`config.mk`:
```
export PLATFORM = sky130hd
export DESIGN_NAME = sqmul_exp
export DESIGN_NICKNAME = d
export VERILOG_FILES = /design/src/rtl/sqmul_pkg.sv /design/src/rtl/lead_one_find.sv /design/src/rtl/modmul_serial.sv /design/src/rtl/sqmul_exp.sv
export SDC_FILE = /design/constraint.sdc
export NUM_CORES = 1
export LEC_CHECK = 0
export CAP_MARGIN = 10
export CORE_MARGIN = 3
export CORE_UTILIZATION = 65
export CTS_CLUSTER_SIZE = 40
export DETAILED_ROUTE_END_ITERATION = 7
export DONT_BUFFER_PORTS = 1
export PLACE_DENSITY_LB_ADDON = 0.25
export SYNTH_ARGS = -nofsm -noshare
export SYNTH_HDL_FRONTEND = slang
export SYNTH_SLANG_ARGS = --single-unit
export TNS_END_PERCENT = 50
```
`constraint.sdc`:
```
create_clock -name clk -period 10.01 [get_ports clk]
set_input_delay 0.5005 -clock clk [delete_from_list [all_inputs] [get_ports clk]]
set_output_delay 0.5005 -clock clk [all_outputs]
set_load 0.005 [all_outputs]
```
`src/rtl/sqmul_pkg.sv`:
```
// Shared types for the modular exponentiator.
// Assumes nothing beyond a single clock domain.
package sqmul_pkg;

    // Controller phases: idle, base reduction, squaring step, multiply step
    typedef enum logic [1:0] {
        PH_IDLE = 2'd0,
        PH_RED  = 2'd1,
        PH_SQR  = 2'd2,
        PH_MUL  = 2'd3
    } phase_t;

endpackage

```
`src/rtl/lead_one_find.sv`:
```
// Locates the index of the highest set bit of a word.
// Assumes the word is non-zero; a zero word returns index 0.
module lead_one_find #(
    parameter int W  = 32,
    parameter int IW = $clog2(W)
) (
    input  logic [W-1:0]  word,
    output logic [IW-1:0] top
);

    // Scan upward so the last set bit seen wins
    always_comb begin
        top = '0;
        for (int i = 0; i < W; i++) begin
            if (word[i]) top = IW'(i);
        end
    end

endmodule

```
`src/rtl/modmul_serial.sv`:
```
// Serial modular multiplier: prod = a * b mod n.
// Consumes one bit of b per cycle from the LSB, doubling a mod n each step,
// so latency is the bit length of b plus one cycle.
// Assumes a < n and n >= 2 at launch; b may take any value.
module modmul_serial #(
    parameter int W = 32
) (
    input  logic         clk,
    input  logic         rst_n,
    input  logic         go,
    input  logic [W-1:0] a,
    input  logic [W-1:0] b,
    input  logic [W-1:0] n,
    output logic         busy,
    output logic         fin,
    output logic [W-1:0] prod
);

    logic [W-1:0] r_q, aa_q, bb_q, nn_q;

    // Adds two residues below m and folds the sum back below m
    function automatic logic [W-1:0] add_mod(input logic [W-1:0] x,
                                             input logic [W-1:0] y,
                                             input logic [W-1:0] m);
        logic [W:0] s;
        s = {1'b0, x} + {1'b0, y};
        if (s >= {1'b0, m}) s = s - {1'b0, m};
        return s[W-1:0];
    endfunction

    // Launch, step through the multiplier bits, and flag completion
    always_ff @(posedge clk) begin
        if (!rst_n) begin
            busy <= 1'b0;
            fin  <= 1'b0;
            r_q  <= '0;
            aa_q <= '0;
            bb_q <= '0;
            nn_q <= '0;
        end else begin
            fin <= 1'b0;
            if (go && !busy) begin
                busy <= 1'b1;
                r_q  <= '0;
                aa_q <= a;
                bb_q <= b;
                nn_q <= n;
            end else if (busy) begin
                if (bb_q == '0) begin
                    busy <= 1'b0;
                    fin  <= 1'b1;
                end else begin
                    if (bb_q[0]) r_q <= add_mod(r_q, aa_q, nn_q);
                    aa_q <= add_mod(aa_q, aa_q, nn_q);
                    bb_q <= bb_q >> 1;
                end
            end
        end
    end

    assign prod = r_q;

    // every finished product is already reduced
    assert_prod_reduced_R1: assert property (@(posedge clk) disable iff (!rst_n)
        fin |-> (prod < nn_q));

    // a launch never arrives while a product is in flight
    assert_no_overlap_R1: assert property (@(posedge clk) disable iff (!rst_n)
        go |-> !busy);

    // the first operand given at launch is below the modulus
    assert_operand_range_R1: assert property (@(posedge clk) disable iff (!rst_n)
        go |-> (a < n));

endmodule

```
`src/rtl/sqmul_exp.sv`:
```
// Modular exponentiator: result = base^expo mod modulus.
// mode 0 scans the exponent upward and multiplies only on one bits;
// mode 1 scans downward from the top one bit and multiplies on every bit,
// discarding the product when the bit is zero.
// Assumes inputs are stable when start is sampled while ready is high.
module sqmul_exp #(
    parameter int W = 32
) (
    input  logic         clk,
    input  logic         rst_n,
    input  logic         start,
    input  logic         mode,
    input  logic [W-1:0] base,
    input  logic [W-1:0] expo,
    input  logic [W-1:0] modulus,
    output logic         ready,
    output logic         done,
    output logic [W-1:0] result
);
    import sqmul_pkg::*;

    localparam int IW = $clog2(W);

    phase_t       phase_q;
    logic         issued_q;
    logic         mode_q;
    logic [W-1:0] key_q, mod_q, base_q, acc_q, sq_q, result_q;
    logic [IW-1:0] idx_q, top_q, top_in;
    logic         done_q;

    logic         mul_go, mul_busy, mul_fin;
    logic [W-1:0] op_a, op_b, prod;

    lead_one_find #(.W(W), .IW(IW)) u_top (
        .word (expo),
        .top  (top_in)
    );

    // Select the multiplier operands for the current phase and mode
    always_comb begin
        op_a = '0;
        op_b = '0;
        case (phase_q)
            PH_RED: begin op_a = W'(1); op_b = base_q; end
            PH_SQR: begin
                op_a = mode_q ? acc_q : sq_q;
                op_b = mode_q ? acc_q : sq_q;
            end
            PH_MUL: begin
                op_a = acc_q;
                op_b = mode_q ? base_q : sq_q;
            end
            default: ;
        endcase
    end

    assign mul_go = (phase_q != PH_IDLE) && !issued_q;

    modmul_serial #(.W(W)) u_mul (
        .clk   (clk),
        .rst_n (rst_n),
        .go    (mul_go),
        .a     (op_a),
        .b     (op_b),
        .n     (mod_q),
        .busy  (mul_busy),
        .fin   (mul_fin),
        .prod  (prod)
    );

    // Sequence the job: accept, reduce the base, then walk the exponent bits
    always_ff @(posedge clk) begin
        if (!rst_n) begin
            phase_q  <= PH_IDLE;
            issued_q <= 1'b0;
            mode_q   <= 1'b0;
            key_q    <= '0;
            mod_q    <= '0;
            base_q   <= '0;
            acc_q    <= '0;
            sq_q     <= '0;
            idx_q    <= '0;
            top_q    <= '0;
            result_q <= '0;
            done_q   <= 1'b0;
        end else begin
            done_q <= 1'b0;
            if (mul_go) issued_q <= 1'b1;
            case (phase_q)
                PH_IDLE: begin
                    if (start) begin
                        mode_q <= mode;
                        key_q  <= expo;
                        mod_q  <= modulus;
                        base_q <= base;
                        top_q  <= top_in;
                        acc_q  <= W'(1);
                        issued_q <= 1'b0;
                        if (modulus < W'(2)) begin
                            result_q <= '0;
                            done_q   <= 1'b1;
                        end else if (expo == '0) begin
                            result_q <= W'(1);
                            done_q   <= 1'b1;
                        end else begin
                            phase_q <= PH_RED;
                        end
                    end
                end
                PH_RED: begin
                    if (mul_fin) begin
                        issued_q <= 1'b0;
                        base_q   <= prod;
                        sq_q     <= prod;
                        if (mode_q) begin
                            idx_q   <= top_q;
                            phase_q <= PH_SQR;
                        end else begin
                            idx_q   <= '0;
                            phase_q <= key_q[0] ? PH_MUL : PH_SQR;
                        end
                    end
                end
                PH_SQR: begin
                    if (mul_fin) begin
                        issued_q <= 1'b0;
                        if (mode_q) begin
                            acc_q   <= prod;
                            phase_q <= PH_MUL;
                        end else begin
                            sq_q <= prod;
                            if (idx_q == top_q) begin
                                result_q <= acc_q;
                                done_q   <= 1'b1;
                                phase_q  <= PH_IDLE;
                            end else begin
                                idx_q   <= idx_q + 1'b1;
                                phase_q <= key_q[idx_q + 1'b1] ? PH_MUL : PH_SQR;
                            end
                        end
                    end
                end
                PH_MUL: begin
                    if (mul_fin) begin
                        issued_q <= 1'b0;
                        if (mode_q) begin
                            if (key_q[idx_q]) acc_q <= prod;
                            if (idx_q == '0) begin
                                result_q <= key_q[0] ? prod : acc_q;
                                done_q   <= 1'b1;
                                phase_q  <= PH_IDLE;
                            end else begin
                                idx_q   <= idx_q - 1'b1;
                                phase_q <= PH_SQR;
                            end
                        end else begin
                            acc_q   <= prod;
                            phase_q <= PH_SQR;
                        end
                    end
                end
                default: phase_q <= PH_IDLE;
            endcase
        end
    end

    assign ready  = (phase_q == PH_IDLE);
    assign done   = done_q;
    assign result = result_q;

    // degenerate modulus gives zero on the next cycle
    assert_small_mod_R3: assert property (@(posedge clk) disable iff (!rst_n)
        (start && ready && modulus < W'(2)) |=> (done && result == '0));

    // zero exponent gives one on the next cycle
    assert_zero_expo_R4: assert property (@(posedge clk) disable iff (!rst_n)
        (start && ready && modulus >= W'(2) && expo == '0) |=> (done && result == W'(1)));

    // in mode 0 a multiply step only runs for a one bit
    assert_skip_zero_R5: assert property (@(posedge clk) disable iff (!rst_n)
        (phase_q == PH_MUL && !mode_q) |-> key_q[idx_q]);

    // result does not move while idle unless a start was accepted
    assert_result_hold_R8: assert property (@(posedge clk) disable iff (!rst_n)
        ($past(ready) && !$past(start)) |-> $stable(result));

    // completion is only flagged when idle
    assert_done_idle_R8: assert property (@(posedge clk) disable iff (!rst_n)
        done |-> ready);

    // a start while busy leaves the loaded job untouched
    assert_busy_ignore_R9: assert property (@(posedge clk) disable iff (!rst_n)
        (!ready && start) |=> ($stable(mod_q) && $stable(key_q)));

    // final result is reduced whenever the modulus allows it
    assert_result_reduced_R1: assert property (@(posedge clk) disable iff (!rst_n)
        done |-> (result == '0 || result < mod_q));

endmodule

```
---- Word-level counts from Yosys, hierarchy flattened ----
Cells that the tools add are included.
cells by class
  add/sub/neg operators ................... 6
  order comparisons ....................... 5
  eq/ne operators ......................... 20
  muxes and demuxes ....................... 112
  bitwise logic cells ..................... 3
  reductions and logical operators ........ 26
operators with widths
  kind                 count
  $mux 32              30
  $pmux 32 s3          4
  $pmux 32 s2          2
  $mux 5               24
  $add 32x32->33       2
  $ge 33x32->1         2
  $logic_not 32->1     2
  $sub 32x32->32       2
  $lt 32x2->1 const B  1
  $mux 4               8
  $mux 2               12
  $mux 1               22
  $ne 2x2->1 const B   10
  $pmux 5 s3           1
  $lt 5x6->1 const B   2
  $mux 3               4
  $reduce_and 6->1     2
  $bmux 1 s5           2
  $reduce_and 9->1     1
  $ne 2x1->1 const B   4
  $pmux 2 s4           1
  $reduce_and 8->1     1
  $reduce_bool 2->1    4
  $reduce_and 3->1     2
  19 further kinds     27
storage, ports and cells
  flip-flop bits (word level) ............. 337
  bits of input ports ..................... 100
  output and inout port bits .............. 34
  logic and storage cells ................. 190

---- Logic depth before layout (Yosys ltp) ----
Gate-level depths: netlist (run 1).
  word-level depth ........................ 31
  depth in mapped cells ................... 21
  depth with buffers taken out ............ 19

---- Hierarchy ----
From an unflattened synthesis (run 1), not the netlist that was laid out.
unflattened totals
  cells, all modules ...................... 2857
  area, all modules ....................... 22185.0 um^2
by module, submodules not included
  module         instances  cells an instance  area each (um^2)  seq. area each (um^2)
  sqmul_exp      1          1375               11167.0           4144.0
  modmul_serial  1          1422               10665.2           2602.5
  lead_one_find  1          60                 352.8             0.0

---- Worst setup path after synthesis (run 1) ----
No wires, ideal clock.
  path type ............................... flip-flop to flip-flop
  start ................................... register u_mul.r_q[0] (netlist: u_mul.prod[0])
  end ..................................... register u_mul.r_q[30] (netlist: u_mul.prod[30])
  setup time .............................. 131 ps
  data arrival time ....................... 4238 ps
  data required time ...................... 9879 ps
  slack ................................... 5641 ps
  stages on the path, launching flop included .. 20
  path buffers ............................ 2
  clock period less this slack ............ 4369 ps
  cell sequence ........................... dfxtp_1 -> ha_1 -> fa_1 -> a21oi_1 -> o22ai_2 -> o211ai_2 -> nand2b_1 -> a31oi_1 -> o21ai_0 -> xor2_1 -> ha_1 -> a21oi_1 -> o21ai_0 -> o311ai_4 -> nand3_2 -> or2_1 -> buf_2 -> buf_6 -> o31ai_1 -> nor3_1
between the ends
  word-level cells in the longest chain between the ends .. 3
  elaborated cells between the ends (all ways) .. 4
  classes of those cells .................. 2 x add/sub; 1 x order compare; 1 x mux
RTL lines
  what                                                   line                 text
  start: declaration                                     modmul_serial.sv:19  logic [W-1:0] r_q, aa_q, bb_q, nn_q;
  start signal: assignment                               modmul_serial.sv:53  if (bb_q[0]) r_q <= add_mod(r_q, aa_q, nn_q);
  $add 32x32->33 *                                       modmul_serial.sv:26  s = {1'b0, x} + {1'b0, y};
  $sub 32x32->32 / $ge 33x32->1 (equally long branches)  modmul_serial.sv:27  if (s >= {1'b0, m}) s = s - {1'b0, m};
  $mux 32 *                                              modmul_serial.sv:27
Every way passes the cells marked *; elsewhere a longest branch is shown, timed or not.
A chain may end at the register's enable or synchronous reset.

---- Worst setup path after layout (run 1) ----
  start ................................... register u_mul.r_q[0] (netlist: u_mul.prod[0])
  end ..................................... register u_mul.r_q[7] (netlist: u_mul.prod[7])
Same word-level chain as after synthesis.

==> results of run 1 <==
## layer usage
layer  vias to the layer above  wire length (um)  part of all wire  track usage
met3                       251              6120             0.093       0.0693
li1                       9222                 -                 -            -
met5                         -                 0                 0            0
met2                      1096             29300              0.45        0.594
met1                      9513             25800              0.39        0.477
met4                         0              4200             0.064        0.209
## report_power, final
| part | switching (W) | leakage (nW) | total [W] | internal (W) |
|---|---|---|---|---|
| combinational | 0.00286 | 4.93 | 0.00458 | 0.00172 |
| clock | 0.000584 | 0.618 | 0.00143 | 0.000850 |
| sequential | 0.000250 | 2.75 | 0.00186 | 0.00161 |
## area by class of cell
type                            instances  area share
Inverter                               77      0.0134
Timing Repair Buffer                   25     0.00848
Clock inverter                         13     0.00786
Clock buffer                           55      0.0500
Sequential cell                       337       0.305
Multi-Input combinational cell       1996       0.593
Tap cell                              396      0.0224
Antenna cell                            1    0.000113
## cells in the mapped netlist (42+ instances only)
cell type	n	area share
ha_1	103	0.062
nor2b_1	43	0.013
dfxtp_1	337	0.33
nor2_1	233	0.042
clkbuf_1	117	0.021
a21oi_1	289	0.070
inv_1	75	0.014
a221oi_1	44	0.019
a211oi_1	92	0.033
a22oi_1	55	0.020
mux2i_1	106	0.051
o21ai_0	96	0.023
nand2_1	369	0.067
nor3_1	42	0.010
xnor2_1	60	0.025
## cell families (layout without fill, tap and decap cells)
group                      after synthesis  in the layout  share of synthesized area
adders and majority gates              106            106                     0.0650
AOI/OAI and AO/OA                      823            823                      0.266
other                                    0              1                          0
buffers and inverters                  239            170                     0.0469
xor gates and xnor gates                86             86                     0.0363
muxes                                  145            145                     0.0832
DFF                                    337            337                      0.325
and+or+nand+nor                        836            836                      0.178
## worst max path at each step
stage	start	to	cells past startpoint	slack, ns
2_1_floorplan	u_mul.prod[0]$_SDFFE_PP0P_	u_mul.prod[30]$_SDFFE_PP0P_	19	5.64
3_3_place_gp	u_mul.prod[4]$_SDFFE_PP0P_	u_mul.prod[30]$_SDFFE_PP0P_	19	5.03
3_5_place_dp	u_mul.prod[0]$_SDFFE_PP0P_	u_mul.prod[7]$_SDFFE_PP0P_	18	4.93
4_1_cts	u_mul.prod[0]$_SDFFE_PP0P_	u_mul.prod[7]$_SDFFE_PP0P_	18	4.81
5_1_grt	u_mul.prod[1]$_SDFFE_PP0P_	u_mul.prod[5]$_SDFFE_PP0P_	19	4.34
6_report	u_mul.prod[0]$_SDFFE_PP0P_	u_mul.prod[7]$_SDFFE_PP0P_	18	4.67
## flip-flops by register name (all words and copies together), names as in the netlist, 2 cells and up
register and count:
acc_q 32, base_q 32, idx_q 5, key_q 32
mod_q 32, phase_q 2, result 32, sq_q 32
top_q 5, u_mul.aa_q 32, u_mul.bb_q 32, u_mul.nn_q 32
u_mul.prod 32
## stage by stage
step                      hold slack (ns)  std cells  total power, W   util
after floorplan                     0.432       2572         0.00531      -
after global placement              0.441       2831         0.00620  0.673
after detailed placement            0.446       2831         0.00630  0.673
after CTS                          0.0815       2899         0.00774  0.714
after global routing                0.102       2899         0.00834  0.714
final                              0.0895       2900         0.00787  0.714
## placed cells by master, fill, tap and decap left out, types with 55 or more instances in the layout
cell type / count
nand2_1: 368
ha_1: 102
nor2_1: 228
o21ai_0: 96
a211oi_1: 92
inv_1: 75
a21oi_1: 287
mux2i_1: 106
a22oi_1: 55
dfxtp_1: 337
xnor2_1: 60
==> results_dict.tcl, run 1 <==
set metrics [dict create \
    rsz0062_at_grt "false" \
    reg2reg_to "u_mul.prod[7]$_SDFFE_PP0P_" \
    ctsResizeCount 0 \
    cp-end-kind "flop" \
    grt_usage 0.373 \
    drive_gt1_frac 0.0715 \
    setup_violations 0 \
    finish.instance_area_um2 22100 \
    antenna_found_initial 0 \
    hp-class "primary input to flop" \
    io_buffers 0 \
    synth-edff-count 0 \
    avgSynthCellArea_um2 8.07 \
    maxSlewHeadroom 0.155 \
    firstDrtPassIters 8 \
    dp_hpwl_um 45700 \
    drtIter0Drc 2318 \
    fin_ws_ns 4.67 \
    synth_cell_types 94 \
    ctsLongestPathBuffers 3 \
    worstSetupStartpointType "flop" \
    arrival_ns 5.73 \
    synth_fp_nets 2778 \
    grt_overflow 0 \
    worstMarginPinSlew_ns 1.26 \
    clkLatencyLatePin_ns 0.54 \
    vias_per_cell 6.92 \
    r2r_slack_ns 4.67 \
    postCtsHoldBufs 0 \
    syn_area_um2 20700 \
    critical_path.slowest_cell "fa_1" \
    cp_cell_sequence "ha_1 > fa_1 > a21oi_1 > o22ai_2 > o211ai_2 > nand2b_1 > a31oi_1 > o21ai_0 > xor2_1 > ha_1 > a21oi_1 > o21ai_0 > o311ai_4 > nand3_2 > or2_1 > buf_4 > o21ai_0 > a21oi_1" \
    finalCritPeriodShare 0.534 \
    die_y_um 185 \
    vias 20100 \
    wl_per_cell_um 22.6 \
    async_flop_share 0 \
    min_from "expo[30]" \
    place_area_um2 20800 \
    seqCellArea_um2 6750 \
    min_period_ns 5.34 \
    clock_sinks 337 \
    critPathTopFamily "compound AO/OA/AOI/OAI gates" \
    gp_congestion 1.02 \
    ff2ff_path_depth 18 \
    clkTransAtPathRegs_ns 0.06 \
    multi_input_area_um2 13100 \
    nets 2681 \
    hold_end "key_q[30]$_SDFFE_PN0P_" \
    r2r-start "u_mul.prod[0]$_SDFFE_PP0P_" \
    violations "design-rule violations" \
    synthCells 2572 \
    htreeDepth 2 \
    yosys_most_used_dff "dfxtp_1" \
    cts_setup_buffers 0 \
    fill_cells 2463 \
    cp.required_ns 10.40 \
    final_antenna_net_count 0 \
    drv_cap 0 \
    numCtsBuffers 38 \
    cts_tree "yes" \
    yosys_warnings 0 \
    die_area_um2 34100 \
    maxSlewViolCount 0 \
    crit_path_max_fanout 30 \
    max_stage_delay_ns 0.43 \
    core_um2 31000 \
    max_freq_mhz 187 \
    peakVddDrop_mv 0.258 \
    rows 64 \
    ys_seq_area_frac 0.325 \
    status "finished, violations left" \
    power_density_nw_per_um2 356 \
    grt_max_degree 122 \
    drc_errors 3 \
    critPathKind "flop to flop" \
    tns_ns 0 \
    grt_pass1_vias 19000 \
    leakagePower_nw 8.30 \
    skew_ns 0.0257 \
    hold_depth 2 \
    initial_utilization 0.669 \
    io_pins 134 \
    grt_pass1_wl_um 102000 \
    synth-seq-cells 337 \
    wl_um 65500 \
    area_growth_pct 6.67 \
    cts_root_buf "clkbuf_16" \
    die_w_um 185 \
    cp_num_buf_inv 1 \
    pre_cts_ws_ns 4.93 \
    hold_violations 0 \
]
No activity file was read; power rests on OpenSTA's default activity.
==> run 2, diff against run 1 <==
--- a/config.mk
+++ b/config.mk
@@ -5,9 +5,10 @@
 export SDC_FILE = /design/constraint.sdc
 export NUM_CORES = 1
 export LEC_CHECK = 0
+export ABC_AREA = 1
 export CAP_MARGIN = 10
 export CORE_MARGIN = 3
-export CORE_UTILIZATION = 65
+export CORE_UTILIZATION = 59
 export CTS_CLUSTER_SIZE = 40
 export DETAILED_ROUTE_END_ITERATION = 7
 export DONT_BUFFER_PORTS = 1
==> constraint.sdc (replaced) <==
create_clock -name clk -period 4.3 [get_ports clk]
set_input_delay 0.215 -clock clk [delete_from_list [all_inputs] [get_ports clk]]
set_output_delay 0.215 -clock clk [all_outputs]
set_load 0.005 [all_outputs]
==> results_dict.tcl, run 2 <==
set metrics [dict create \
    core_um2 33800 \
    clkLatencyLatePin_ns 0.55 \
    clkTransAtPathRegs_ns 0.06 \
    fill_cells 2646 \
    setup_violations 32 \
    grt_max_degree 213 \
    vias_per_cell 6.34 \
    synth_top_cells_by_count "nand2_1, a21oi_1, o21ai_0" \
    p_comb_frac 0.658 \
    synth-seq-cells 337 \
    cp_num_buf_inv 8 \
    finalCritPeriodShare 1.09 \
    antenna_found_initial 0 \
    synth_fp_nets 3161 \
    maxSlewViolCount 0 \
    firstDrtPassIters 7 \
    synth-xor-area-share 0.0383 \
    async_flop_share 0 \
    dp.cells 3376 \
    internal_power_w 0.0118 \
    peakVddDrop_mv 0.878 \
    worstMarginPinSlew_ns 1.07 \
    synth_top_area_frac 0.332 \
    wl_um 73800 \
    arrival_ns 5.14 \
    dp_hpwl_um 50100 \
    synthTopCellsByArea "dfxtp_1, a21oi_1, o21ai_0, nand2_1, ha_1" \
    max_freq_mhz 214 \
    drc_errors 0 \
    final_antenna_net_count 0 \
    layout_common_cells "nand2_1, a21oi_1, o21ai_0" \
    area_growth_pct 20.2 \
    fin_util 0.724 \
    avgSynthCellArea_um2 6.88 \
    hold_violations 0 \
    synth_compound_area_frac 0.308 \
    ys_seq_area_frac 0.332 \
    initial_utilization 0.602 \
    skew_ns 0.0321 \
    yosysMostFrequentCell "nand2_1" \
    violations "negative setup slack" \
    cp-end-kind "flop" \
    synth-edff-count 0 \
    io_buffers 0 \
    nets 3295 \
    cts_root_buf "clkbuf_16" \
    synth_top_area_cell "dfxtp_1" \
    hp-class "primary input to flop" \
    clock_sinks 337 \
    rows 67 \
    vias 22600 \
    grt_overflow 0 \
    synth_top_family_by_area "compound AO/OA/AOI/OAI gates" \
    maxSlewHeadroom 0.286 \
    synth_fa_ha_area_frac 0.0663 \
    syn_area_um2 20300 \
    yosys_warnings 0 \
    stdcell_count 3561 \
    rsz0062_at_grt "true" \
    fin_ws_ns -0.374 \
    cp.required_ns 4.77 \
    die_y_um 192 \
    p_clk_frac 0.146 \
    critPathKind "flop to flop" \
    htreeDepth 2 \
    power_density_nw_per_um2 963 \
    drtIter0Drc 2787 \
    wl_per_cell_um 20.7 \
    yosys_most_used_dff "dfxtp_1" \
    grt_pass1_vias 21000 \
    power.switching_w 0.0118 \
    cts_tree "yes" \
    grt_usage 0.386 \
    layout_commonest_cell "nand2_1" \
    total_power_w 0.0235 \
    pwr-share-seq 0.196 \
    worstSetupStartpointType "flop" \
    antenna_cells 0 \
    synth-simple-area-share 0.164 \
    critPathTopFamily "simple AND/OR/NAND/NOR gates" \
    drive_gt1_frac 0.111 \
    critical_path.slowest_cell "nor4_4" \
    grt_pass1_wl_um 114000 \
    leakagePower_nw 10.1 \
    whs_ns 0.00272 \
    die_w_um 192 \
    status "finished, violations left" \
    gp_congestion 1.02 \
    die_area_um2 36700 \
    min_period_ns 4.67 \
    synthMuxAreaShare 0 \
    numCtsBuffers 38 \
    max_stage_delay_ns 0.42 \
    synthCells 2955 \
    drv_cap 0 \
    crit_path_max_fanout 6 \
    ctsLongestPathBuffers 3 \
    synth_cell_types 52 \
    swShare 0.500 \
    io_pins 134 \
]
run 2: cell count changes in the layout (fill, tap and decap cells not counted), moves of 53 or more:
cell,previous run,this run
o21ai_0,96,361
inv_1,75,297
a21oi_1,287,434
buf_4,25,154
mux2i_1,106,0
dlygate4sd3_1,0,100
nand2_1,368,456
a211oi_1,92,36
a22oi_1,55,2
run 2: through the flow:
step,setup slack [ns],TNS (ns),area (um^2)
detailed placement,-0.443,-12.39,21400
global placement,-0.334,-8.39,21400
floorplan,0.0498,0,20300
global route,-0.532,-14.62,24500
finish,-0.374,-9.62,24500
CTS,-0.164,-3.98,24000
run 2: cell type report:
type / count / area [um^2] / area share
multi-input cells: 2131 / 12200 / 0.500
flip-flops and latches: 337 / 6750 / 0.276
repair buffers: 269 / 2450 / 0.100
inverters: 312 / 1180 / 0.0482
clock buffers: 49 / 1060 / 0.0435
well taps: 448 / 561 / 0.0229
clock inverters: 15 / 229 / 0.00936
run 2: kinds of logic (layout without fill, tap and decap cells):
group | count (synthesis) | count (layout)
buffers and inverters | 487 | 645
and+or+nand+nor | 814 | 814
DFF | 337 | 337
xor gates and xnor gates | 89 | 89
AOI/OAI and AO/OA | 1122 | 1122
adders and majority gates | 106 | 106
run 2: layer usage:
metal	part of all wire	track usage	wire, um	up-vias
met5	0	0	0	-
met4	0.046	0.159	3410	0
met3	0.11	0.0752	7930	249
met2	0.45	0.619	33200	1395
met1	0.40	0.508	29300	10500
li1	-	-	-	10500
run 2: path summary, 6_finish.rpt:
path | start | endpoint | slack, ns | depth (start not counted)
min reg2reg | sq_q[27]$_SDFFE_PN0P_ | sq_q[27]$_SDFFE_PN0P_ | 0.47 | 2
min | rst_n | u_mul.nn_q[13]$_SDFFE_PN0P_ | 0.003 | 2
max reg2reg | u_mul.prod[1]$_SDFFE_PP0P_ | u_mul.prod[15]$_SDFFE_PP0P_ | -0.37 | 29
max | u_mul.prod[1]$_SDFFE_PP0P_ | u_mul.prod[15]$_SDFFE_PP0P_ | -0.37 | 29
run 2: power groups by stage:
stage               clock (W)  combinational [W]  sequential (W)
global route          0.00358             0.0167         0.00469
global placement            0             0.0128         0.00461
finish                0.00344             0.0155         0.00462
CTS                   0.00344             0.0139         0.00458
detailed placement          0             0.0131         0.00464
floorplan                   0            0.00938         0.00442
run 2: repair_timing:
action / 4_1_cts / 5_1_grt
gates resized for setup: 56 / 72
hold buffers: 101 / 0
gates cloned: 1 / 4
buffers inserted: 6 / 10
setup endpoints to repair: 32 / 32
hold endpoints to repair: 216 / 0
pin swaps: 22 / 42
